--- src/rtl/spim_pkg.sv ---
package spim_pkg;
  localparam int unsigned REG_W  = 32;
  localparam int unsigned ADDR_W = 3;
  localparam int unsigned NBW    = $clog2(REG_W) + 1;

  localparam logic [ADDR_W-1:0] A_CFG  = 3'd0;
  localparam logic [ADDR_W-1:0] A_EVT  = 3'd1;
  localparam logic [ADDR_W-1:0] A_MASK = 3'd2;
  localparam logic [ADDR_W-1:0] A_TX   = 3'd3;
  localparam logic [ADDR_W-1:0] A_RX   = 3'd4;

  localparam int unsigned B_NE     = 9;
  localparam int unsigned B_NF     = 8;
  localparam int unsigned B_EN     = 24;
  localparam int unsigned CFG_LO   = 16;
  localparam int unsigned CFG_HI   = 30;

  // Packed so that the field order lands on configuration bits 30..16.
  typedef struct packed {
    logic       loop;
    logic       cpol;
    logic       cpha;
    logic       div16;
    logic       msb;
    logic       master;
    logic       en;
    logic [3:0] len;
    logic [3:0] pm;
  } spim_cfg_t;

  localparam spim_cfg_t CFG_RESET = '{loop: 1'b0, cpol: 1'b1, cpha: 1'b0,
                                      div16: 1'b1, msb: 1'b1, master: 1'b1,
                                      en: 1'b0, len: 4'd7, pm: 4'hF};

  function automatic logic [NBW-1:0] word_bits(input logic [3:0] code);
    return (code == 4'd0) ? NBW'(REG_W) : NBW'(code) + 1'b1;
  endfunction
endpackage

--- src/rtl/spim_baud.sv ---
module spim_baud
  import spim_pkg::*;
#(
  parameter int unsigned HALF_BASE = 2,
  parameter int unsigned SLOW_MUL  = 16
) (
  input  logic       clk,
  input  logic       rst_n,
  input  logic       run,
  input  logic       div16,
  input  logic [3:0] pm,
  output logic       tick
);
  localparam int unsigned CNT_W = $clog2(HALF_BASE * SLOW_MUL * 16) + 1;

  logic [CNT_W-1:0] cnt;
  logic [CNT_W-1:0] span;
  logic [CNT_W-1:0] limit;

  always_comb begin
    span = CNT_W'(pm) + 1'b1;
    span = span * CNT_W'(HALF_BASE);
    if (div16) span = span * CNT_W'(SLOW_MUL);
    limit = span - 1'b1;
  end

  always_ff @(posedge clk or negedge rst_n) begin
    if (!rst_n)            cnt <= '0;
    else if (!run)         cnt <= '0;
    else if (cnt == limit) cnt <= '0;
    else                   cnt <= cnt + 1'b1;
  end

  assign tick = run && (cnt == limit);
endmodule

--- src/rtl/spim_shift.sv ---
module spim_shift
  import spim_pkg::*;
(
  input  logic             clk,
  input  logic             rst_n,
  input  logic             run,
  input  logic             cpol,
  input  logic             cpha,
  input  logic             msb,
  input  logic             loop,
  input  logic [3:0]       len_code,
  input  logic             tick,
  input  logic             hold_full,
  input  logic [REG_W-1:0] hold_word,
  input  logic             miso,
  output logic             busy,
  output logic             take,
  output logic             done,
  output logic [REG_W-1:0] rx_word,
  output logic             sck,
  output logic             mosi
);
  localparam int unsigned ECW = $clog2(2 * REG_W);

  logic [NBW-1:0]   nbits;
  logic [NBW-1:0]   sh;
  logic [ECW-1:0]   edge_cnt;
  logic [ECW-1:0]   last_idx;
  logic             phase;
  logic             leading;
  logic             last;
  logic             sample;
  logic             advance;
  logic             in_bit;
  logic [REG_W-1:0] txsr;
  logic [REG_W-1:0] rxsr;
  logic [REG_W-1:0] rx_next;

  assign nbits    = word_bits(len_code);
  assign sh       = NBW'(REG_W) - nbits;
  assign last_idx = ECW'({nbits, 1'b0} - 1'b1);
  assign leading  = ~edge_cnt[0];
  assign last     = (edge_cnt == last_idx);
  assign sample   = tick && (cpha ? !leading : leading);
  assign advance  = tick && (cpha ? (leading && edge_cnt != '0) : (!leading && !last));
  assign mosi     = msb ? txsr[REG_W-1] : txsr[0];
  assign in_bit   = loop ? mosi : miso;
  assign sck      = cpol ^ phase;
  assign done     = tick && last;
  assign take     = run && hold_full && (!busy || done);

  always_comb begin
    rx_next = rxsr;
    if (sample) rx_next = msb ? {rxsr[REG_W-2:0], in_bit} : {in_bit, rxsr[REG_W-1:1]};
  end

  assign rx_word = msb ? rx_next : (rx_next >> sh);

  always_ff @(posedge clk or negedge rst_n) begin
    if (!rst_n) begin
      busy <= 1'b0; edge_cnt <= '0; phase <= 1'b0; txsr <= '0; rxsr <= '0;
    end else if (!run) begin
      busy <= 1'b0; edge_cnt <= '0; phase <= 1'b0;
    end else if (take) begin
      busy <= 1'b1; edge_cnt <= '0; phase <= 1'b0; rxsr <= '0;
      txsr <= msb ? (hold_word << sh) : hold_word;
    end else if (tick) begin
      phase <= ~phase;
      rxsr  <= rx_next;
      if (advance) txsr <= msb ? (txsr << 1) : (txsr >> 1);
      if (last) begin
        busy <= 1'b0; edge_cnt <= '0;
      end else begin
        edge_cnt <= edge_cnt + 1'b1;
      end
    end
  end

  // one cycle after the core is switched off, nothing shifts and sck rests.
  p_off_idle_r12: assert property (@(posedge clk) disable iff (!rst_n)
    !run |=> (!busy && sck == cpol));

  // a word never runs past two transitions per bit.
  p_edge_bound_r6: assert property (@(posedge clk) disable iff (!rst_n)
    busy |-> (edge_cnt <= last_idx));
endmodule

--- src/rtl/spim_regs.sv ---
module spim_regs
  import spim_pkg::*;
(
  input  logic              clk,
  input  logic              rst_n,
  input  logic              bus_sel,
  input  logic              bus_wr,
  input  logic [ADDR_W-1:0] bus_addr,
  input  logic [REG_W-1:0]  bus_wdata,
  output logic [REG_W-1:0]  bus_rdata,
  input  logic              take,
  input  logic              done,
  input  logic [REG_W-1:0]  rx_word,
  output spim_cfg_t         cfg,
  output logic              hold_full,
  output logic [REG_W-1:0]  hold_word,
  output logic              irq
);
  logic             wr_cfg, wr_evt, wr_mask, wr_tx;
  logic             evt_ne, evt_nf;
  logic             msk_ne, msk_nf;
  logic [REG_W-1:0] rx_q;
  logic             unused_wdata;

  assign wr_cfg  = bus_sel && bus_wr && (bus_addr == A_CFG);
  assign wr_evt  = bus_sel && bus_wr && (bus_addr == A_EVT);
  assign wr_mask = bus_sel && bus_wr && (bus_addr == A_MASK);
  assign wr_tx   = bus_sel && bus_wr && (bus_addr == A_TX);
  assign unused_wdata = ^{bus_wdata[31], bus_wdata[15:10]};

  always_ff @(posedge clk or negedge rst_n) begin
    if (!rst_n) begin
      cfg       <= CFG_RESET;
      evt_ne    <= 1'b0;
      evt_nf    <= 1'b1;
      msk_ne    <= 1'b0;
      msk_nf    <= 1'b0;
      hold_full <= 1'b0;
      hold_word <= '0;
      rx_q      <= '0;
    end else begin
      if (wr_cfg) begin
        if (cfg.en) cfg.en <= bus_wdata[B_EN];
        else        cfg    <= bus_wdata[CFG_HI:CFG_LO];
      end
      if (wr_mask) begin
        msk_ne <= bus_wdata[B_NE];
        msk_nf <= bus_wdata[B_NF];
      end
      if (done)                         evt_ne <= 1'b1;
      else if (wr_evt && bus_wdata[B_NE]) evt_ne <= 1'b0;
      if (wr_tx)                        evt_nf <= 1'b0;
      else if (take)                    evt_nf <= 1'b1;
      else if (wr_evt && bus_wdata[B_NF]) evt_nf <= 1'b0;
      if (wr_tx) begin
        hold_full <= 1'b1;
        hold_word <= bus_wdata;
      end else if (take) begin
        hold_full <= 1'b0;
      end
      if (done) rx_q <= rx_word;
    end
  end

  always_comb begin
    case (bus_addr)
      A_CFG:   bus_rdata = {1'b0, cfg, 16'h0000};
      A_EVT:   bus_rdata = {22'h0, evt_ne, evt_nf, 8'h00};
      A_MASK:  bus_rdata = {22'h0, msk_ne, msk_nf, 8'h00};
      A_RX:    bus_rdata = rx_q;
      default: bus_rdata = '0;
    endcase
  end

  assign irq = (evt_ne && msk_ne) || (evt_nf && msk_nf);

  // configuration fields other than enable are frozen while enabled.
  p_cfg_lock_r3: assert property (@(posedge clk) disable iff (!rst_n)
    cfg.en |=> $stable({cfg.loop, cfg.cpol, cfg.cpha, cfg.div16, cfg.msb,
                        cfg.master, cfg.len, cfg.pm}));

  // a transmit write fills the holding buffer and drops not-full.
  p_nf_drop_r10: assert property (@(posedge clk) disable iff (!rst_n)
    wr_tx |=> (hold_full && !evt_nf));

  // receive-not-empty only rises after a finished word.
  p_ne_source_r9: assert property (@(posedge clk) disable iff (!rst_n)
    $rose(evt_ne) |-> $past(done));
endmodule

--- src/rtl/spim_ctrl.sv ---
module spim_ctrl
  import spim_pkg::*;
#(
  parameter int unsigned HALF_BASE = 2,
  parameter int unsigned SLOW_MUL  = 16
) (
  input  logic        clk,
  input  logic        rst_n,
  input  logic        bus_sel,
  input  logic        bus_wr,
  input  logic [2:0]  bus_addr,
  input  logic [31:0] bus_wdata,
  output logic [31:0] bus_rdata,
  output logic        irq,
  output logic        sck,
  output logic        mosi,
  input  logic        miso
);
  spim_cfg_t        cfg;
  logic             hold_full;
  logic [REG_W-1:0] hold_word;
  logic             take, done, busy, tick, run;
  logic [REG_W-1:0] rx_word;

  assign run = cfg.en && cfg.master;

  spim_regs u_regs (
    .clk       (clk),
    .rst_n     (rst_n),
    .bus_sel   (bus_sel),
    .bus_wr    (bus_wr),
    .bus_addr  (bus_addr),
    .bus_wdata (bus_wdata),
    .bus_rdata (bus_rdata),
    .take      (take),
    .done      (done),
    .rx_word   (rx_word),
    .cfg       (cfg),
    .hold_full (hold_full),
    .hold_word (hold_word),
    .irq       (irq)
  );

  spim_baud #(.HALF_BASE(HALF_BASE), .SLOW_MUL(SLOW_MUL)) u_baud (
    .clk   (clk),
    .rst_n (rst_n),
    .run   (busy && run),
    .div16 (cfg.div16),
    .pm    (cfg.pm),
    .tick  (tick)
  );

  spim_shift u_shift (
    .clk       (clk),
    .rst_n     (rst_n),
    .run       (run),
    .cpol      (cfg.cpol),
    .cpha      (cfg.cpha),
    .msb       (cfg.msb),
    .loop      (cfg.loop),
    .len_code  (cfg.len),
    .tick      (tick),
    .hold_full (hold_full),
    .hold_word (hold_word),
    .miso      (miso),
    .busy      (busy),
    .take      (take),
    .done      (done),
    .rx_word   (rx_word),
    .sck       (sck),
    .mosi      (mosi)
  );
endmodule

--- config.mk ---
export PLATFORM = sky130hd
export DESIGN_NAME = spim_ctrl
export DESIGN_NICKNAME = d
export VERILOG_FILES = /design/src/rtl/spim_pkg.sv /design/src/rtl/spim_baud.sv /design/src/rtl/spim_shift.sv /design/src/rtl/spim_regs.sv /design/src/rtl/spim_ctrl.sv
export SDC_FILE = /design/constraint.sdc
export NUM_CORES = 1
export LEC_CHECK = 0
export BUFFER_PORTS_ARGS = -buffer_cell sky130_fd_sc_hd__buf_2
export CORE_AREA = 2 2 156 158
export CTS_CLUSTER_SIZE = 16
export DETAILED_ROUTE_END_ITERATION = 10
export DIE_AREA = 0 0 158 160
export PLACE_DENSITY = 0.89
export SLEW_MARGIN = 20
export SYNTH_ARGS = -nofsm -noshare
export SYNTH_HDL_FRONTEND = slang
export SYNTH_SLANG_ARGS = --single-unit
--- constraint.sdc ---
create_clock -name clk -period 4.8 [get_ports clk]
set_clock_uncertainty 0.1 [all_clocks]
set_input_delay 0.24 -clock clk [delete_from_list [all_inputs] [get_ports clk]]
set_output_delay 0.24 -clock clk [all_outputs]
set_load 0.05 [all_outputs]
==> results.cfg <==
[outcome]
status = completed

[logic_synthesis]
synth_sequential_area_ratio = 0.313
synth_ff_type = sky130_fd_sc_hd__dfrtp_1
synthesis.instances = 1576
postSynth.asyncResetShare = 1.00
syn-mean-instance-area_sq_um = 8.45
netlist_area_sq_um = 13300
synth_edf_count = 0
synthesis.yosys.warnings = 0
synthesis.nets = 1623
ys_seq_elements = 166
synth_cell_type_count = 85

[timing]
slew_headroom = 0.296
final-setup-viol-count = 0
clock.fmax_mhz = 214
timing.final.hold_violations = 0
fin_crit_ns = 4.67
hold_slack_ns = 0.134
count_of_final_max_slew_check_failures = 0
fin_tns_setup_ns = 0
timing_worst_slew_pin_value_ns = 1.05
rsz0062_at_grt = no
timing.final.crit_share = 0.973

[hold_path]
hold_start = bus_wr
whs_path_depth = 3
min_path_type = primary input to flip-flop
hold-path-endpoint = u_regs.msk_nf

[worst_setup_path]
critical_path.max_fanout = 34
worstSetupStartpointType = flip-flop
arrival_ns = 4.88
timing.critical_path.to_type = flip-flop
worstSetupPathType = flip-flop to flip-flop
timing.reg2reg.worst_path_depth = 14
timing.rr.end = u_regs.rx_q[29]
critical_path_required_ns = 5.01
setup.reg_to_reg.worst_slack_ns = 0.13
worstReg2RegStart = u_regs.cfg[0]

[global_routing]
largest_net_degree_at_the_start_of_global_routing = 82
wire_length_of_the_first_global_routing_pass_mm = 75.9
vias_in_the_first_global_route = 13000
globalRoute.totalOverflow = 0
grt_antenna_before_repair = 2
grt_use_total = 0.389

[clocking]
cts_buffer_depth = 2
clkSinkCount = 166
cts.root.buffer_cell = sky130_fd_sc_hd__clkbuf_16
path_clk_slew_ns = 0.08
cts_tree = yes
clk_latency_ns = 0.45
number_of_cts_inserted_buffers = 17
h-tree-depth = 4
cts_post_setup_buffers_inserted = 0

[floorplanning]
chipWidth_um = 158
core_region_area_sq_um = 23800
effective_utilization_at_floorplan = 0.559
dieHeight_um = 160
rows = 57
io_count = 75
die_area_sq_um = 25300

[routing]
drt_wl_total_mm = 49.0
detail_route.first_pass.iterations = 6
via_per_inst = 6.97
route.detailed.wl_per_inst_um = 24.9
detailedRoute.firstIterationViolations = 1675
post-route-drc-count = 0
dr_total_vias = 13700
drt.antenna.violating_nets = 0

[layout]
final_cell_count_no_fill = 1965
layout.nets = 1673
area_growth_pct = 13.2
post_route_cells_drive_above_1_share = 0.199
fin_util = 0.633

[placed_design]
io_buffers = 74
dpl.hpwl_mm = 34.0
globalplace.congestion = 1.05
dpl.cell_count = 1897

[pwr]
power.ir.vdd_worst_v = 0.000530
leakage_nw = 6.23
power_density_nw_per_um2 = 579

[flow_run]
max_cap_violations = 0
==> kinds of logic after synthesis <==
| group | Yosys count | share of synthesized area |
|---|---|---|
| xor gates and xnor gates | 34 | 0.0243 |
| and+or+nand+nor | 561 | 0.188 |
| adders and majority gates | 7 | 0.00658 |
| DFF | 166 | 0.313 |
| AOI/OAI and AO/OA | 454 | 0.241 |
| buffers and inverters | 143 | 0.0457 |
| muxes | 211 | 0.181 |
==> state kept, by name, summed over array words and instances, names as in the netlist <==
register          cells
u_regs.msk_ne         1
u_regs.rx_q          32
u_regs.cfg           15
u_shift.txsr         32
u_shift.rxsr         32
u_shift.busy          1
u_regs.msk_nf         1
u_regs.hold_word     32
u_regs.evt_nf         1
u_shift.edge_cnt      6
u_regs.evt_ne         1
u_baud.cnt           10
u_regs.hold_full      1
u_shift.phase         1
==> power by group <==
group / leakage [nW] / internal, mW / total (mW) / switching, mW
sequential: 2.02 / 1.69 / 2.09 / 0.405
clock: 0.305 / 0.730 / 1.49 / 0.758
combinational: 3.90 / 1.83 / 5.16 / 3.32
==> through the flow <==
step                      instance area (sq um)  worst slack, ns  power, mW
after detailed placement                  14100            0.155       7.01
after global placement                    14100            0.266       6.96
after CTS                                 15100            0.137       8.53
final                                     15100            0.129       8.74
after floorplan                           13300          0.00564       5.51
after global routing                      15100           0.0192       9.10
==> synthesized netlist by cell type, drive strengths merged, types with 5 or more instances <==
cell / count / share of area
o21a: 9 / 0.0051
o2bb2ai: 15 / 0.010
xor2: 18 / 0.014
a22o: 36 / 0.024
o211ai: 8 / 0.0045
a22oi: 26 / 0.015
buf: 46 / 0.018
nor3: 27 / 0.010
xnor2: 16 / 0.011
nand4: 15 / 0.0070
a221oi: 17 / 0.012
nand2b: 7 / 0.0033
a31oi: 18 / 0.0085
o221ai: 6 / 0.0039
or2: 10 / 0.0047
dfrtp: 154 / 0.29
mux4: 15 / 0.025
a311oi: 9 / 0.0059
ha: 7 / 0.0066
a211oi: 63 / 0.039
nand3: 50 / 0.019
a211o: 9 / 0.0059
a21boi: 5 / 0.0028
inv: 13 / 0.0037
clkbuf: 83 / 0.024
and2: 24 / 0.011
o31ai: 6 / 0.0034
o22ai: 16 / 0.0080
nor2: 137 / 0.039
a21oi: 118 / 0.045
nand2: 245 / 0.069
mux2i: 105 / 0.079
nor2b: 8 / 0.0038
and3: 12 / 0.0056
o2111ai: 5 / 0.0033
o21ai: 57 / 0.023
o22a: 5 / 0.0033
mux2: 91 / 0.077
dfstp: 12 / 0.024
==> area by class of cell <==
cell class	instances	area [sq um]
Multi-Input combinational cell	1267	8620
Inverter	14	53.8
Clock inverter	15	206
Clock buffer	17	425
Timing Repair Buffer	160	1190
Tap cell	324	405
Antenna cell	2	5.00
Sequential cell	166	4170
Fill cell	1966	8740
==> layout by cell type (no fill, tap or decap), types with 46 or more instances in the layout <==
cell / count
sky130_fd_sc_hd__o21ai_0: 46
sky130_fd_sc_hd__mux2i_1: 105
sky130_fd_sc_hd__mux2_2: 91
sky130_fd_sc_hd__nor2_1: 131
sky130_fd_sc_hd__a211oi_1: 54
sky130_fd_sc_hd__dfrtp_1: 154
sky130_fd_sc_hd__buf_2: 73
sky130_fd_sc_hd__a21oi_1: 117
sky130_fd_sc_hd__nand2_1: 245
sky130_fd_sc_hd__nand3_1: 50
==> what timing repair did <==
item                                    in CTS  in global routing
hold buffers                                34                  0
gates resized for setup                      0                  1
endpoints found under the hold margin      119                  0
endpoints found under the setup margin       0                  1
==> worst max-delay path, stage by stage, from the launching register on <==
cell	delay [ns]
sky130_fd_sc_hd__dfstp_2	0.54
sky130_fd_sc_hd__ha_1	0.28
sky130_fd_sc_hd__and2b_1	0.28
sky130_fd_sc_hd__xnor2_1	0.13
sky130_fd_sc_hd__or4b_1	0.51
sky130_fd_sc_hd__a211o_1	0.35
sky130_fd_sc_hd__or4b_1	0.60
sky130_fd_sc_hd__buf_12	0.23
sky130_fd_sc_hd__o21ai_0	0.38
sky130_fd_sc_hd__a21oi_1	0.16
sky130_fd_sc_hd__o21ai_0	0.25
sky130_fd_sc_hd__buf_4	0.18
sky130_fd_sc_hd__nor2_1	0.04
sky130_fd_sc_hd__a21oi_1	0.35
sky130_fd_sc_hd__o21ai_0	0.13
==> worst max-delay path by stage <==
| stage | slack [ns] | start | end | cells past startpoint |
|---|---|---|---|---|
| final | 0.13 | u_regs.cfg[0] | u_regs.rx_q[29] | 14 |
| after global routing | 0.02 | u_regs.cfg[0] | u_regs.rx_q[16] | 13 |
| after CTS | 0.14 | u_regs.cfg[0] | u_regs.rx_q[7] | 12 |
| after detailed placement | 0.15 | u_regs.cfg[0] | u_regs.rx_q[7] | 12 |
| after global placement | 0.27 | u_regs.cfg[0] | u_regs.rx_q[7] | 12 |
| after floorplan | 0.006 | u_regs.cfg[4] | u_shift.rxsr[15] | 23 |
==> per-layer routing <==
| metal | vias up | GRT usage | wire length, um |
|---|---|---|---|
| met4 | 0 | 0.223 | 3470 |
| met1 | 6551 | 0.504 | 18300 |
| li1 | 5960 | - | - |
| met5 | - | 0 | 0 |
| met3 | 258 | 0.0787 | 4870 |
| met2 | 936 | 0.606 | 22300 |
Power figures use the tool's default switching activity.
